--- src/rtl/mro_pkg.sv ---
package mro_pkg;

  typedef enum logic [1:0] {
    OP_LOAD   = 2'd0,
    OP_STORE  = 2'd1,
    OP_ATOMIC = 2'd2,
    OP_FENCE  = 2'd3
  } op_kind_e;

  // Loads and atomics share the read in-flight class.
  function automatic logic is_rd_class(input op_kind_e k);
    return (k == OP_LOAD) || (k == OP_ATOMIC);
  endfunction

  function automatic logic is_wr_class(input op_kind_e k);
    return k == OP_STORE;
  endfunction

  function automatic logic is_fence(input op_kind_e k);
    return k == OP_FENCE;
  endfunction

endpackage

--- src/rtl/mro_class_ctr.sv ---
module mro_class_ctr #(
  parameter int LIMIT = 4,
  localparam int CW = $clog2(LIMIT + 1)
) (
  input  logic          clk,
  input  logic          rst_n,
  input  logic          inc,
  input  logic          dec,
  output logic          at_limit,
  output logic          underflow,
  output logic [CW-1:0] count
);

  always_ff @(posedge clk) begin
    if (!rst_n)                          count <= '0;
    else if (inc && !dec)                count <= count + 1'b1;
    else if (dec && !inc && count != '0) count <= count - 1'b1;
  end

  assign at_limit  = (count >= CW'(LIMIT));
  assign underflow = dec && !inc && (count == '0);

  AST_CNT_WITHIN_LIMIT: assert property (@(posedge clk) disable iff (!rst_n)
    count <= CW'(LIMIT));
  AST_INC_BELOW_LIMIT: assert property (@(posedge clk) disable iff (!rst_n)
    inc |-> !at_limit);

endmodule

--- src/rtl/mro_fifo.sv ---
module mro_fifo #(
  parameter int DEPTH = 4,
  parameter int W     = 8,
  localparam int PW   = (DEPTH > 1) ? $clog2(DEPTH) : 1
) (
  input  logic         clk,
  input  logic         rst_n,
  input  logic         push,
  input  logic [W-1:0] din,
  input  logic         pop,
  output logic [W-1:0] dout,
  output logic         empty,
  output logic         full
);

  logic [W-1:0] mem [DEPTH];
  logic [PW-1:0] rp, wp;
  logic [PW:0]   cnt;

  function automatic logic [PW-1:0] wrap_inc(input logic [PW-1:0] p);
    return (p == PW'(DEPTH - 1)) ? '0 : p + 1'b1;
  endfunction

  always_ff @(posedge clk) begin
    if (!rst_n) begin
      rp <= '0; wp <= '0; cnt <= '0;
    end else begin
      if (push) wp <= wrap_inc(wp);
      if (pop)  rp <= wrap_inc(rp);
      if (push && !pop)      cnt <= cnt + 1'b1;
      else if (pop && !push) cnt <= cnt - 1'b1;
    end
  end

  always_ff @(posedge clk) begin
    if (push) mem[wp] <= din;
  end

  assign dout  = mem[rp];
  assign empty = (cnt == '0);
  assign full  = (cnt == (PW+1)'(DEPTH));

  AST_FIFO_POP_NONEMPTY: assert property (@(posedge clk) disable iff (!rst_n)
    pop |-> !empty);
  AST_FIFO_PUSH_ROOM: assert property (@(posedge clk) disable iff (!rst_n)
    push |-> (!full || pop));

endmodule

--- src/rtl/mro_order_buf.sv ---
module mro_order_buf #(
  parameter int DEPTH = 8,
  parameter int SEQ_W = 6,
  localparam int PW   = (DEPTH > 1) ? $clog2(DEPTH) : 1
) (
  input  logic             clk,
  input  logic             rst_n,
  input  logic             alloc,
  input  logic [SEQ_W-1:0] alloc_seq,
  input  logic [1:0]       alloc_kind,
  input  logic             mark,
  input  logic [SEQ_W-1:0] mark_seq,
  output logic             mark_miss,
  output logic             mark_dup,
  input  logic             retire,
  output logic             head_ready,
  output logic [SEQ_W-1:0] head_seq,
  output logic [1:0]       head_kind,
  output logic             full,
  output logic             empty
);

  logic [DEPTH-1:0] vld, done, hit;
  logic [SEQ_W-1:0] seq_q  [DEPTH];
  logic [1:0]       kind_q [DEPTH];
  logic [PW-1:0]    hd, tl;
  logic [PW:0]      occ;

  function automatic logic [PW-1:0] wrap_inc(input logic [PW-1:0] p);
    return (p == PW'(DEPTH - 1)) ? '0 : p + 1'b1;
  endfunction

  // Associative lookup of the completing sequence number.
  for (genvar i = 0; i < DEPTH; i++) begin : g_match
    assign hit[i] = vld[i] && (seq_q[i] == mark_seq);
  end

  assign mark_miss = mark && (hit == '0);
  assign mark_dup  = mark && ((hit & done) != '0);

  always_ff @(posedge clk) begin
    if (!rst_n) begin
      vld <= '0; done <= '0; hd <= '0; tl <= '0; occ <= '0;
    end else begin
      for (int i = 0; i < DEPTH; i++)
        if (mark && hit[i]) done[i] <= 1'b1;
      if (retire) begin
        vld[hd] <= 1'b0;
        hd      <= wrap_inc(hd);
      end
      if (alloc) begin
        vld[tl]  <= 1'b1;
        done[tl] <= 1'b0;
        tl       <= wrap_inc(tl);
      end
      if (alloc && !retire)      occ <= occ + 1'b1;
      else if (retire && !alloc) occ <= occ - 1'b1;
    end
  end

  always_ff @(posedge clk) begin
    if (alloc) begin
      seq_q[tl]  <= alloc_seq;
      kind_q[tl] <= alloc_kind;
    end
  end

  assign head_ready = vld[hd] && done[hd];
  assign head_seq   = seq_q[hd];
  assign head_kind  = kind_q[hd];
  assign full       = (occ == (PW+1)'(DEPTH));
  assign empty      = (occ == '0);

  AST_RETIRE_ONLY_DONE: assert property (@(posedge clk) disable iff (!rst_n)
    retire |-> head_ready);
  AST_ALLOC_HAS_ROOM: assert property (@(posedge clk) disable iff (!rst_n)
    alloc |-> !full);
  AST_FIRST_IS_HEAD: assert property (@(posedge clk) disable iff (!rst_n)
    (alloc && empty) |=> (head_seq == $past(alloc_seq)));

endmodule

--- src/rtl/mem_resp_orderer.sv ---
module mem_resp_orderer #(
  parameter int DEPTH = 8,
  parameter int LIMIT = 4,
  parameter int SEQ_W = 6
) (
  input  logic             clk,
  input  logic             rst_n,
  input  logic             in_order,
  input  logic             iss_valid,
  input  logic [SEQ_W-1:0] iss_seq,
  input  logic [1:0]       iss_kind,
  output logic             iss_ready,
  output logic             mem_valid,
  output logic [SEQ_W-1:0] mem_seq,
  output logic [1:0]       mem_kind,
  input  logic             rsp_valid,
  input  logic [SEQ_W-1:0] rsp_seq,
  input  logic [1:0]       rsp_kind,
  output logic             dlv_valid,
  input  logic             dlv_ready,
  output logic [SEQ_W-1:0] dlv_seq,
  output logic [1:0]       dlv_kind,
  output logic             err
);
  import mro_pkg::*;

  localparam int CW = $clog2(LIMIT + 1);
  localparam int EW = SEQ_W + 2;

  // Named internal events.
  logic          iss_rd, iss_wr, iss_fn, rsp_rd, rsp_wr, rsp_fn;
  logic          rd_at_lim, wr_at_lim, rd_under, wr_under;
  logic [CW-1:0] rd_cnt, wr_cnt;
  logic          iss_fire, dlv_fire, ob_alloc, ob_mark, ob_retire;
  logic          ob_miss, ob_dup, ob_ready, ob_full, ob_empty;
  logic [SEQ_W-1:0] ob_seq;
  logic [1:0]    ob_kind;
  logic          ldq_push, stq_push, ldq_pop, stq_pop;
  logic          ldq_empty, stq_empty, ldq_full, stq_full;
  logic [EW-1:0] ldq_dout, stq_dout;
  logic          class_stall, room_stall, err_next;

  assign iss_rd = is_rd_class(op_kind_e'(iss_kind));
  assign iss_wr = is_wr_class(op_kind_e'(iss_kind));
  assign iss_fn = is_fence(op_kind_e'(iss_kind));
  assign rsp_rd = is_rd_class(op_kind_e'(rsp_kind));
  assign rsp_wr = is_wr_class(op_kind_e'(rsp_kind));
  assign rsp_fn = is_fence(op_kind_e'(rsp_kind));

  // Issue throttling: registered counts only, no same-cycle release.
  assign class_stall = (iss_rd && rd_at_lim) || (iss_wr && wr_at_lim);
  assign room_stall  = in_order ? (!iss_fn && ob_full)
                                : ((iss_rd && ldq_full) || (iss_wr && stq_full));
  assign iss_ready   = !class_stall && !room_stall;
  assign iss_fire    = iss_valid && iss_ready;

  assign mem_valid = iss_fire;
  assign mem_seq   = iss_seq;
  assign mem_kind  = iss_kind;

  // Completion routing.
  assign ob_alloc = iss_fire && in_order && !iss_fn;
  assign ob_mark  = rsp_valid && in_order && !rsp_fn;
  assign ldq_push = rsp_valid && !in_order && rsp_rd && (!ldq_full || ldq_pop);
  assign stq_push = rsp_valid && !in_order && rsp_wr && (!stq_full || stq_pop);

  // Delivery selection.
  always_comb begin
    if (in_order) begin
      dlv_valid = ob_ready;
      dlv_seq   = ob_seq;
      dlv_kind  = ob_kind;
    end else if (!ldq_empty) begin
      dlv_valid = 1'b1;
      {dlv_seq, dlv_kind} = ldq_dout;
    end else begin
      dlv_valid = !stq_empty;
      {dlv_seq, dlv_kind} = stq_dout;
    end
  end

  assign dlv_fire  = dlv_valid && dlv_ready;
  assign ob_retire = dlv_fire && in_order;
  assign ldq_pop   = dlv_fire && !in_order && !ldq_empty;
  assign stq_pop   = dlv_fire && !in_order && ldq_empty;

  mro_class_ctr #(.LIMIT(LIMIT)) u_rd_ctr (
    .clk(clk), .rst_n(rst_n),
    .inc(iss_fire && iss_rd),
    .dec(dlv_fire && is_rd_class(op_kind_e'(dlv_kind))),
    .at_limit(rd_at_lim), .underflow(rd_under), .count(rd_cnt));

  mro_class_ctr #(.LIMIT(LIMIT)) u_wr_ctr (
    .clk(clk), .rst_n(rst_n),
    .inc(iss_fire && iss_wr),
    .dec(dlv_fire && is_wr_class(op_kind_e'(dlv_kind))),
    .at_limit(wr_at_lim), .underflow(wr_under), .count(wr_cnt));

  mro_order_buf #(.DEPTH(DEPTH), .SEQ_W(SEQ_W)) u_obuf (
    .clk(clk), .rst_n(rst_n),
    .alloc(ob_alloc), .alloc_seq(iss_seq), .alloc_kind(iss_kind),
    .mark(ob_mark), .mark_seq(rsp_seq), .mark_miss(ob_miss), .mark_dup(ob_dup),
    .retire(ob_retire), .head_ready(ob_ready), .head_seq(ob_seq),
    .head_kind(ob_kind), .full(ob_full), .empty(ob_empty));

  mro_fifo #(.DEPTH(LIMIT), .W(EW)) u_ldq (
    .clk(clk), .rst_n(rst_n), .push(ldq_push), .din({rsp_seq, rsp_kind}),
    .pop(ldq_pop), .dout(ldq_dout), .empty(ldq_empty), .full(ldq_full));

  mro_fifo #(.DEPTH(LIMIT), .W(EW)) u_stq (
    .clk(clk), .rst_n(rst_n), .push(stq_push), .din({rsp_seq, rsp_kind}),
    .pop(stq_pop), .dout(stq_dout), .empty(stq_empty), .full(stq_full));

  // Error pulse: unmatched or repeated completion, fence completion,
  // completion into a full FIFO, or counter underflow.
  assign err_next = (ob_mark && (ob_miss || ob_dup))
                  || (rsp_valid && rsp_fn)
                  || (rsp_valid && !in_order && rsp_rd && ldq_full && !ldq_pop)
                  || (rsp_valid && !in_order && rsp_wr && stq_full && !stq_pop)
                  || rd_under || wr_under;

  always_ff @(posedge clk) begin
    if (!rst_n) err <= 1'b0;
    else        err <= err_next;
  end

  AST_STALL_AT_CAP: assert property (@(posedge clk) disable iff (!rst_n)
    (iss_valid && iss_rd && rd_cnt == CW'(LIMIT)) |-> !iss_ready);
  AST_LOADS_FIRST: assert property (@(posedge clk) disable iff (!rst_n)
    (!in_order && !ldq_empty) |-> (dlv_valid && is_rd_class(op_kind_e'(dlv_kind))));
  AST_OFFER_HOLDS: assert property (@(posedge clk) disable iff (!rst_n)
    (in_order && dlv_valid && !dlv_ready) |=> (dlv_valid && $stable(dlv_seq)));
  AST_FWD_ONLY_VALID: assert property (@(posedge clk) disable iff (!rst_n)
    mem_valid |-> iss_valid);
  AST_FENCE_NO_COUNT: assert property (@(posedge clk) disable iff (!rst_n)
    (iss_fire && iss_fn) |=> (rd_cnt <= $past(rd_cnt) && wr_cnt <= $past(wr_cnt)));
  AST_EMPTY_NO_OFFER: assert property (@(posedge clk) disable iff (!rst_n)
    (in_order && ob_empty) |-> !dlv_valid);

endmodule

--- config.mk ---
export PLATFORM = sky130hd
export DESIGN_NAME = mem_resp_orderer
export DESIGN_NICKNAME = d
export VERILOG_FILES = /design/src/rtl/mro_pkg.sv /design/src/rtl/mro_class_ctr.sv /design/src/rtl/mro_fifo.sv /design/src/rtl/mro_order_buf.sv /design/src/rtl/mem_resp_orderer.sv
export SDC_FILE = /design/constraint.sdc
export NUM_CORES = 1
export LEC_CHECK = 0
export BUFFER_PORTS_ARGS = -buffer_cell sky130_fd_sc_hd__buf_2
export CORE_ASPECT_RATIO = 0.8
export CORE_MARGIN = 3
export CORE_UTILIZATION = 45
export DETAILED_ROUTE_END_ITERATION = 8
export GPL_TIMING_DRIVEN = 0
export PLACE_DENSITY = 0.74
export SYNTH_ARGS = -nofsm -noshare
export SYNTH_HDL_FRONTEND = slang
export SYNTH_SLANG_ARGS = --single-unit
--- constraint.sdc ---
create_clock -name clk -period 3.4 [get_ports clk]
set_clock_uncertainty 0.15 [all_clocks]
set_input_delay 0.34 -clock clk [delete_from_list [all_inputs] [get_ports clk]]
set_output_delay 0.34 -clock clk [all_outputs]
set_load 0.02 [all_outputs]
==> impl_metrics.json, run 1 <==
{
  "run_status": "complete, no violations",
  "power.density_nw_per_um2": 510,
  "sort_of_element_at_the_end_of_the_critical_path": "register",
  "synth-main-ff-cell": "edfxtp_1",
  "worst_hold_path_type": "in2reg",
  "routed_length_per_instance_um": 19.8,
  "synth_xor_area_share_pct": 5.61,
  "synth_adder_area_share_pct": 3.94,
  "hpwlAfterDp_um": 13600,
  "cts_buffer_depth": 2,
  "fin_crit_sh_pct": 97.2,
  "yosys.area.top_type": "edfxtp_1",
  "worst_hold_path_cells": 1,
  "power.total_mw": 5.03,
  "timing_worst_setup_path_type": "reg2reg",
  "yosys-mux-area-fraction_pct": 12.0,
  "antennaDiodeCount": 0,
  "cts-htree-levels": 4,
  "post_synth_main_area_contributors": "edfxtp_1, dfxtp_1, mux4_2",
  "timing.critical_path.fanout_max": 10,
  "final.min_clock_period_ns": 3.31,
  "route.vias.total": 5234,
  "drtIter0Drc": 411,
  "yosys.area_share.simple_pct": 10.3,
  "placement_rows": 44,
  "floorplan_die_width_um": 160,
  "synth_cell_type_count": 67,
  "report.final.setup_viol": 0,
  "post_drt_via_cell_ratio": 5.50,
  "netlist.area_leader.share_pct": 44.8,
  "drc_viols": 0,
  "gp_congestion": 0.918,
  "design.final.nets": 731,
  "layout-drive-gt1-share_pct": 24.6,
  "initial_utilization_pct": 46.5,
  "ir_drop_mv": 0.303,
  "synth.yosys.seq_area_share_pct": 57.4,
  "async_s_r_ff_share_synth_pct": 0,
  "grt_antenna_before_repair": 0,
  "hold_viol_final": 0,
  "cts_inserted_buffers": 17,
  "clock_tree.root_cell": "clkbuf_16",
  "synth_compound_gate_area_share_pct": 6.85,
  "clock.fmax_mhz": 302,
  "place.port_buffers": 40,
  "cts_hold_buf": 0,
  "max_slew_margin_pct": 41.1,
  "yosys_register_bits": 182,
  "place.detailed.instances": 909,
  "floorplan_core_area_um2": 18400,
  "fp.dieH_um": 130,
  "ant_nets": 0,
  "maxCapViolCount": 0,
  "grt.overflow.total": 0,
  "layout.core_utilization_pct": 53.4,
  "routed_wl_um": 18800,
  "synth.avg_cell_area_um2": 14.0,
  "tritoncts_clock_tree": "yes",
  "synth_edf_count": 128,
  "tot_gr_track_use_pct": 19.1,
  "worst_pin_slew_ns": 0.877,
  "boundaryPins": 42,
  "clk_transition_reported_paths_ns": 0.06,
  "design.die.area_um2": 20800,
  "worst_setup_start_kind": "register",
  "synth.cells.most_frequent": "edfxtp_1, dfxtp_1, mux4_2",
  "first_global_vias": 5506,
  "synth_area_um2": 8580,
  "r2r.worst_path.cells": 15,
  "synth_warnings": 0,
  "worst-endpoint-arrival_ns": 3.51,
  "required_ns": 3.61,
  "insertion_delay_ns": 0.43,
  "synthesis.nets": 660,
  "synthesis.instances": 614,
  "synth_top_family_by_area": "multiplexers",
  "clkSinkCount": 182,
  "final-max-slew-violation-count": 0,
  "pin_count_of_the_biggest_net_entering_global_routing": 17,
  "post-synth-top-count-cell": "edfxtp_1",
  "leakage_nw": 3.43,
  "instances_no_fill": 951,
  "drt-pass1-iter-count": 5,
  "first_pass_grt_wire_length_um": 30300,
  "areaGrowthSynthToFinish_pct": 14.9
}
## stage by stage
stage                     TNS, ns  worst slack [ns]  hold WS [ns]  cell area, um2
final                           0            0.0941        0.0460            9860
after detailed placement   -0.668            -0.412         0.333            9130
after CTS                       0           0.00476        0.0398            9770
after global placement     -14.15            -0.721         0.313            9100
after global routing      -0.0156           -0.0117        0.0420            9860
after floorplan                 0            0.0520         0.289            8580
## logic make-up after synthesis
logic type	count (synthesis)
flops	182
simple gates	148
compound gates	80
buf+inv	66
mux	59
xor+xnor	55
fa+ha+maj	24
## flip-flops by register name (all words and copies together), names as in the netlist, 3 cells and up, named ones only
signal          cells
u_obuf.seq_q       48
u_rd_ctr.count      3
u_obuf.hd           3
u_wr_ctr.count      3
u_ldq.mem          32
u_obuf.kind_q      16
u_obuf.occ          4
u_stq.mem          32
u_stq.cnt           3
u_obuf.tl           3
u_obuf.done         8
u_ldq.cnt           3
u_obuf.vld          8
## worst max-delay path, cell delays in order (launching register included)
cell	delay, ns
dfxtp_2	0.33
buf_6	0.13
buf_6	0.13
or3_4	0.35
o21ai_4	0.18
a211oi_4	0.07
nor3_4	0.21
buf_4	0.15
o21a_1	0.15
buf_6	0.11
ha_2	0.18
inv_1	0.06
fa_1	0.38
xor2_1	0.18
or3_1	0.32
a21boi_1	0.14
## cell usage in the layout (no fill, tap or decap), drive strengths merged, types with 8 or more instances in the layout
cell type	count
edfxtp	128
buf	78
dfxtp	54
mux4	35
clkbuf	31
nor2b	29
xnor2	29
inv	28
xor2	26
mux2i	23
nand2	22
ha	19
a21oi	19
nor2	15
and2	14
nor4	12
o21a	10
o21ai	10
or3	10
nor3	9
nand4	8
## per-layer routing
layer / global-route usage (%) / wire length (um) / share of wire (%)
met2: 30.5 / 9060 / 48
met5: 0 / 0 / 0
met3: 6.01 / 1410 / 7.5
met4: 6.58 / 302 / 1.6
met1: 24.8 / 8060 / 43
## where the power goes
| group | internal, mW | leakage (nW) | switching (mW) |
|---|---|---|---|
| Sequential | 2.43 | 1.59 | 0.0496 |
| Clock | 1.07 | 0.252 | 0.817 |
| Combinational | 0.286 | 1.59 | 0.378 |
| Total | 3.79 | 3.43 | 1.24 |
## timing repair
item | CTS | global route
endpoints found under the setup margin | 2 | 4
pin swaps | 2 | 6
setup buffers | 3 | 7
resized for setup | 9 | 12
## area by class of cell
type	instances	area, um2
Clock buffer	19	433
Tap cell	253	317
Clock inverter	13	134
Inverter	28	105
Fill cell	1485	8590
Buffer	38	233
Multi-Input combinational cell	366	3410
Sequential cell	182	4930
Timing Repair Buffer	52	298
## final timing paths
check	startpoint	endpoint	slack [ns]
max	u_obuf.hd[0]	u_ldq.cnt[2]	0.09
min	iss_seq[1]	u_obuf.seq_q[5][1]	0.05
max reg2reg	u_obuf.hd[0]	u_ldq.cnt[2]	0.09
min reg2reg	u_rd_ctr.count[2]	u_rd_ctr.count[2]	0.34
(Power assumes the default switching activity.)
==> run 2, diff against run 1 <==
--- a/config.mk
+++ b/config.mk
@@ -13,4 +13,5 @@
 export GPL_TIMING_DRIVEN = 0
 export PLACE_DENSITY = 0.74
+export SKIP_CTS_REPAIR_TIMING = 1
 export SYNTH_ARGS = -nofsm -noshare
 export SYNTH_HDL_FRONTEND = slang
--- a/constraint.sdc
+++ b/constraint.sdc
@@ -3,3 +3,3 @@
 set_input_delay 0.34 -clock clk [delete_from_list [all_inputs] [get_ports clk]]
 set_output_delay 0.34 -clock clk [all_outputs]
-set_load 0.02 [all_outputs]
+set_load 0.05 [all_outputs]
==> run 2 against run 1 <==
- routed wire length shrank 0.46%
- sequential cell count is the same
- utilization grew 0.41 points
- critical path depth is the same
- global-route usage shrank 0.30 points
- sequential share of layout area shrank 0.37 points
- worst hold slack gained 0.0087 ns
- combinational power grew 12%
- sequential power is essentially flat
- first-iteration DRC count shrank 24%
- worst setup slack gained 0.0097 ns
- maximum frequency grew 0.29%
- largest cell class unchanged
==> impl_metrics.json, run 2 (synthesis results as in run 1) <==
{
  "largest_registers": "u_obuf.seq_q (48), u_ldq.mem (32), u_stq.mem (32)",
  "route.vias.total": 5185,
  "top_register": "u_obuf.seq_q",
  "drt-pass1-iter-count": 5,
  "maxCapViolCount": 0,
  "reg2reg_slack_ns": 0.10,
  "cts-htree-levels": 4,
  "run_status": "complete, no violations",
  "worst_pin_slew_ns": 0.981,
  "hold_end": "u_obuf.seq_q[3][1]",
  "clock_tree.root_cell": "clkbuf_16",
  "design.die.area_um2": 20800,
  "leakage_nw": 3.48,
  "max_slew_margin_pct": 34.0,
  "unrepaired_setup_endpoints_after_global_routing": "yes",
  "initial_utilization_pct": 46.5,
  "worst_setup_start_kind": "register",
  "reg_to_reg_startpoint": "u_obuf.hd[0]",
  "boundaryPins": 42,
  "drtIter0Drc": 311,
  "gp_congestion": 0.880,
  "antennaDiodeCount": 0,
  "worst_hold_path_cells": 1,
  "cts_buffer_depth": 2,
  "pin_count_of_the_biggest_net_entering_global_routing": 17,
  "whs_ns": 0.0547,
  "placement_rows": 44,
  "first_pass_grt_wire_length_um": 29600,
  "final_common_cell": "edfxtp_1",
  "ant_nets": 0,
  "grt_antenna_before_repair": 0,
  "final-max-slew-violation-count": 0,
  "report.final.setup_viol": 0,
  "hold_viol_final": 0,
  "worst_hold_path_type": "in2reg",
  "final.min_clock_period_ns": 3.30,
  "worst-endpoint-arrival_ns": 3.50,
  "clk_transition_reported_paths_ns": 0.07,
  "setup_ws_ns": 0.104,
  "layout-drive-gt1-share_pct": 24.6,
  "areaGrowthSynthToFinish_pct": 15.8,
  "sort_of_element_at_the_end_of_the_critical_path": "register",
  "design.final.nets": 727,
  "tritoncts_clock_tree": "yes",
  "timing.hold.worst.start": "iss_seq[1]",
  "floorplan_core_area_um2": 18400,
  "r2r.worst_path.cells": 15,
  "routed_length_per_instance_um": 19.8,
  "placement.setup.worst_slack_ns": -0.464,
  "clkSinkCount": 182,
  "ir_drop_mv": 0.361,
  "final_cell_mix": "edfxtp_1, buf_2, dfxtp_1",
  "insertion_delay_ns": 0.43,
  "cts_inserted_buffers": 17,
  "hpwlAfterDp_um": 13800,
  "fp.dieH_um": 130,
  "final_design_area_no_fill_um2": 9930,
  "floorplan_die_width_um": 160,
  "power.density_nw_per_um2": 535,
  "layout_fillers": 1478,
  "tot_gr_track_use_pct": 18.8,
  "first_global_vias": 5235,
  "clock.fmax_mhz": 303,
  "fin_crit_sh_pct": 96.9,
  "post_drt_via_cell_ratio": 5.48,
  "critical_path.reg2reg.endpoint": "u_ldq.cnt[2]",
  "required_ns": 3.60,
  "place.port_buffers": 40,
  "routed_wl_um": 18700,
  "timing_worst_setup_path_type": "reg2reg",
  "grt.overflow.total": 0,
  "timing.critical_path.fanout_max": 10,
  "number_of_flip_flops_in_the_largest_register": 48,
  "detailed_place.area_um2": 9140,
  "drc_viols": 0
}
[run 2: cell types whose count changed in the layout (fill, tap and decap cells not counted), moves of 2 or more]
cell        before  now
buf_4           22   18
bufinv_16        2    5
clkinv_1         2    4
clkinvlp_4       7    1
ha_4             0    2
[run 2: layer usage]
layer / global-route usage, % / wire, um / up-vias / share of wire, %
li1: - / - / 2429 / -
met1: 26.4 / 8870 / 2610 / 47
met2: 29.6 / 8760 / 123 / 47
met3: 3.87 / 873 / 23 / 4.7
met4: 5.71 / 248 / 0 / 1.3
met5: 0 / 0 / - / 0
[run 2: worst max-delay path: stages (launching register included)]
cell and delay (ns):
dfxtp_2 0.34, buf_6 0.13, buf_6 0.13, or3_4 0.35, o21ai_4 0.18, a211oi_4 0.08
nor3_4 0.26, buf_4 0.17, o21a_1 0.15, buf_6 0.11, ha_4 0.13, inv_1 0.05
fa_1 0.37, xor2_1 0.18, or3_1 0.31, a21boi_1 0.13
[run 2: how the worst max path moves through the flow]
stage                     cells past startpoint           from  slack (ns)                 end
after floorplan                              16  u_obuf.occ[0]       -0.08       u_obuf.occ[3]
after global placement                        9       in_order       -0.75  u_obuf.seq_q[0][4]
after detailed placement                     15       in_order       -0.46       u_obuf.occ[3]
after CTS                                    16   u_obuf.hd[0]       -0.31       u_obuf.occ[3]
after global routing                         15   u_obuf.hd[0]       -0.01        u_ldq.cnt[2]
final                                        15   u_obuf.hd[0]        0.10        u_ldq.cnt[2]
[run 2: layout make-up]
cell class                      instances  area [um2]  area share, %
Sequential cell                       182        4930           49.6
Multi-Input combinational cell        366        3460           34.8
Clock buffer                           20         437           4.40
Tap cell                              253         317           3.19
Timing Repair Buffer                   48         264           2.66
Buffer                                 38         241           2.43
Clock inverter                         12         183           1.84
Inverter                               28         105           1.06
[run 2: stage by stage]
step / instances / power, mW / util, % / setup TNS, ns
after floorplan: 614 / 3.03 / - / -0.0763
after global placement: 907 / 3.19 / 49.4 / -14.81
after detailed placement: 909 / 3.22 / 49.6 / -0.748
after CTS: 941 / 5.29 / 52.9 / -0.446
after global routing: 947 / 5.51 / 53.9 / -0.0160
final: 947 / 5.32 / 53.9 / 0
[run 2: power breakdown]
group / internal, mW / switching [mW]
combinational: 0.292 / 0.453
sequential: 2.43 / 0.0480
clock: 1.29 / 0.805
==> run 3, diff against run 2 <==
- PLACE_DENSITY: 0.74 -> 0.75
==> run 3 against run 2 <==
- worst setup slack got worse by 0.0046 ns
- maximum frequency decreased by 0.14%
- clock-buffer cell count decreased by 1
- first-iteration DRC count increased by 41%
- sequential share of layout area increased by 0.31 points
- sequential cell count unchanged
==> impl_metrics.json, run 3 (synthesis results as in run 1) <==
{
  "timing.critical_path.cells": "buf_6 > buf_6 > or3_4 > o21ai_4 > a211oi_4 > nor3_4 > buf_4 > o21a_1 > buf_6 > ha_2 > inv_1 > fa_1 > xor2_1 > or3_1 > a21boi_1",
  "timing.hold.worst.start": "iss_seq[1]",
  "insertion_delay_ns": 0.43,
  "drt-pass1-iter-count": 5,
  "timing.critical_path.fanout_max": 10,
  "p_seq_share_pct": 48.0,
  "layout-drive-gt1-share_pct": 24.4,
  "switching_share_pct": 25.3,
  "first_pass_grt_wire_length_um": 29800,
  "hold_viol_final": 0,
  "worst-endpoint-arrival_ns": 3.50,
  "final_cell_mix": "edfxtp_1, buf_2, dfxtp_1",
  "clk_transition_reported_paths_ns": 0.07,
  "floorplan_core_area_um2": 18400,
  "r2r.worst_path.cells": 15,
  "hold_end": "u_obuf.seq_q[5][1]",
  "tritoncts_clock_tree": "yes",
  "design.final.nets": 726,
  "initial_utilization_pct": 46.5,
  "required_ns": 3.60,
  "reg_to_reg_startpoint": "u_obuf.hd[0]",
  "boundaryPins": 42,
  "post_drt_via_cell_ratio": 5.60,
  "report.final.setup_viol": 0,
  "design.die.area_um2": 20800,
  "grt_antenna_before_repair": 0,
  "power.share.clock_pct": 37.4,
  "first_global_vias": 5279,
  "worst_path_max_delay_cell": "fa_1",
  "ir_drop_mv": 0.249,
  "power.total_mw": 5.16,
  "final.min_clock_period_ns": 3.30,
  "detailed_place.area_um2": 9150,
  "power.density_nw_per_um2": 522,
  "fp.dieH_um": 130,
  "gp_congestion": 0.887,
  "worst_pin_slew_ns": 0.868,
  "final-max-slew-violation-count": 0,
  "worst_hold_path_type": "in2reg",
  "run_status": "complete, no violations",
  "sort_of_element_at_the_end_of_the_critical_path": "register",
  "largest_registers": "u_obuf.seq_q (48), u_ldq.mem (32), u_stq.mem (32)",
  "clock.fmax_mhz": 303,
  "grt.overflow.total": 0,
  "layout.core_utilization_pct": 53.5,
  "place.port_buffers": 40,
  "areaGrowthSynthToFinish_pct": 15.0,
  "reg2reg_slack_ns": 0.1,
  "route.vias.total": 5295,
  "critical_path.reg2reg.endpoint": "u_ldq.cnt[2]",
  "number_of_flip_flops_in_the_largest_register": 48,
  "final_design_area_no_fill_um2": 9870,
  "netSwitchingPower_mw": 1.30,
  "fin_crit_sh_pct": 97.1,
  "tot_gr_track_use_pct": 18.8,
  "timing_worst_setup_path_type": "reg2reg",
  "routed_wl_um": 18900,
  "cts_buffer_depth": 2,
  "routed_length_per_instance_um": 19.9,
  "unrepaired_setup_endpoints_after_global_routing": "yes",
  "ant_nets": 0,
  "p_int_mw": 3.85,
  "drc_viols": 0,
  "worst_hold_path_cells": 1,
  "comb_power_share_pct": 14.5,
  "cp_common_cell": "buf_6",
  "final_common_cell": "edfxtp_1",
  "cts_inserted_buffers": 17,
  "top_register": "u_obuf.seq_q",
  "floorplan_die_width_um": 160,
  "pin_count_of_the_biggest_net_entering_global_routing": 17,
  "maxCapViolCount": 0,
  "clock_tree.root_cell": "clkbuf_16",
  "drtIter0Drc": 439,
  "leakage_nw": 3.45,
  "cts-htree-levels": 4,
  "hpwlAfterDp_um": 13700,
  "cp_slowest_stage_delay_ns": 0.39,
  "placement_rows": 44,
  "worst_setup_start_kind": "register",
  "antennaDiodeCount": 0,
  "max_slew_margin_pct": 41.7,
  "clkSinkCount": 182
}
==> run 3: per-stage QoR <==
stage               std cells  hold WS, ns  TNS (ns)  setup slack [ns]
floorplan                 614        0.289   -0.0763           -0.0763
global placement          907        0.310    -13.05            -0.660
detailed placement        909        0.318    -0.906            -0.460
CTS                       941       0.0324    -0.519            -0.307
global route              946       0.0571   -0.0633           -0.0339
finish                    946       0.0460         0            0.0992
==> run 3: critical path, delay by kind of cell, from the launching register on <==
kind	cells	cell delay (ns)
simple gates	3	0.84
fa+ha+maj	2	0.58
buf+inv	5	0.60
compound gates	4	0.50
xor+xnor	1	0.19
flops	1	0.33
==> run 3: metal layers <==
metal | global-route usage [%] | vias up | wire [um]
li1 | - | 2423 | -
met1 | 25.8 | 2641 | 8250
met2 | 30.3 | 200 | 9020
met3 | 3.42 | 31 | 1270
met4 | 6.89 | 0 | 333
met5 | 0 | - | 0
==> run 3: worst max path at each step <==
stage	to	start	slack, ns
2_1_floorplan	u_obuf.occ[3]	u_obuf.occ[0]	-0.08
3_3_place_gp	u_obuf.seq_q[0][4]	in_order	-0.66
3_5_place_dp	u_obuf.occ[3]	in_order	-0.46
4_1_cts	u_obuf.occ[3]	u_obuf.hd[0]	-0.31
5_1_grt	u_stq.cnt[2]	u_ldq.cnt[1]	-0.03
6_report	u_ldq.cnt[2]	u_obuf.hd[0]	0.1
==> run 3: cell type report <==
cell class	count	area (um2)
Fill cell	1451	8570
Sequential cell	182	4930
Multi-Input combinational cell	366	3450
Clock buffer	19	433
Tap cell	253	317
Timing Repair Buffer	47	260
Buffer	38	240
Clock inverter	13	138
Inverter	28	105
==> run 3: power groups by stage <==
stage | combinational, mW | sequential (mW) | clock (mW)
6_report | 0.750 | 2.48 | 1.93
5_1_grt | 0.808 | 2.48 | 2.06
4_1_cts | 0.718 | 2.47 | 1.96
3_5_place_dp | 0.713 | 2.52 | 0
3_3_place_gp | 0.679 | 2.51 | 0
2_1_floorplan | 0.520 | 2.51 | 0
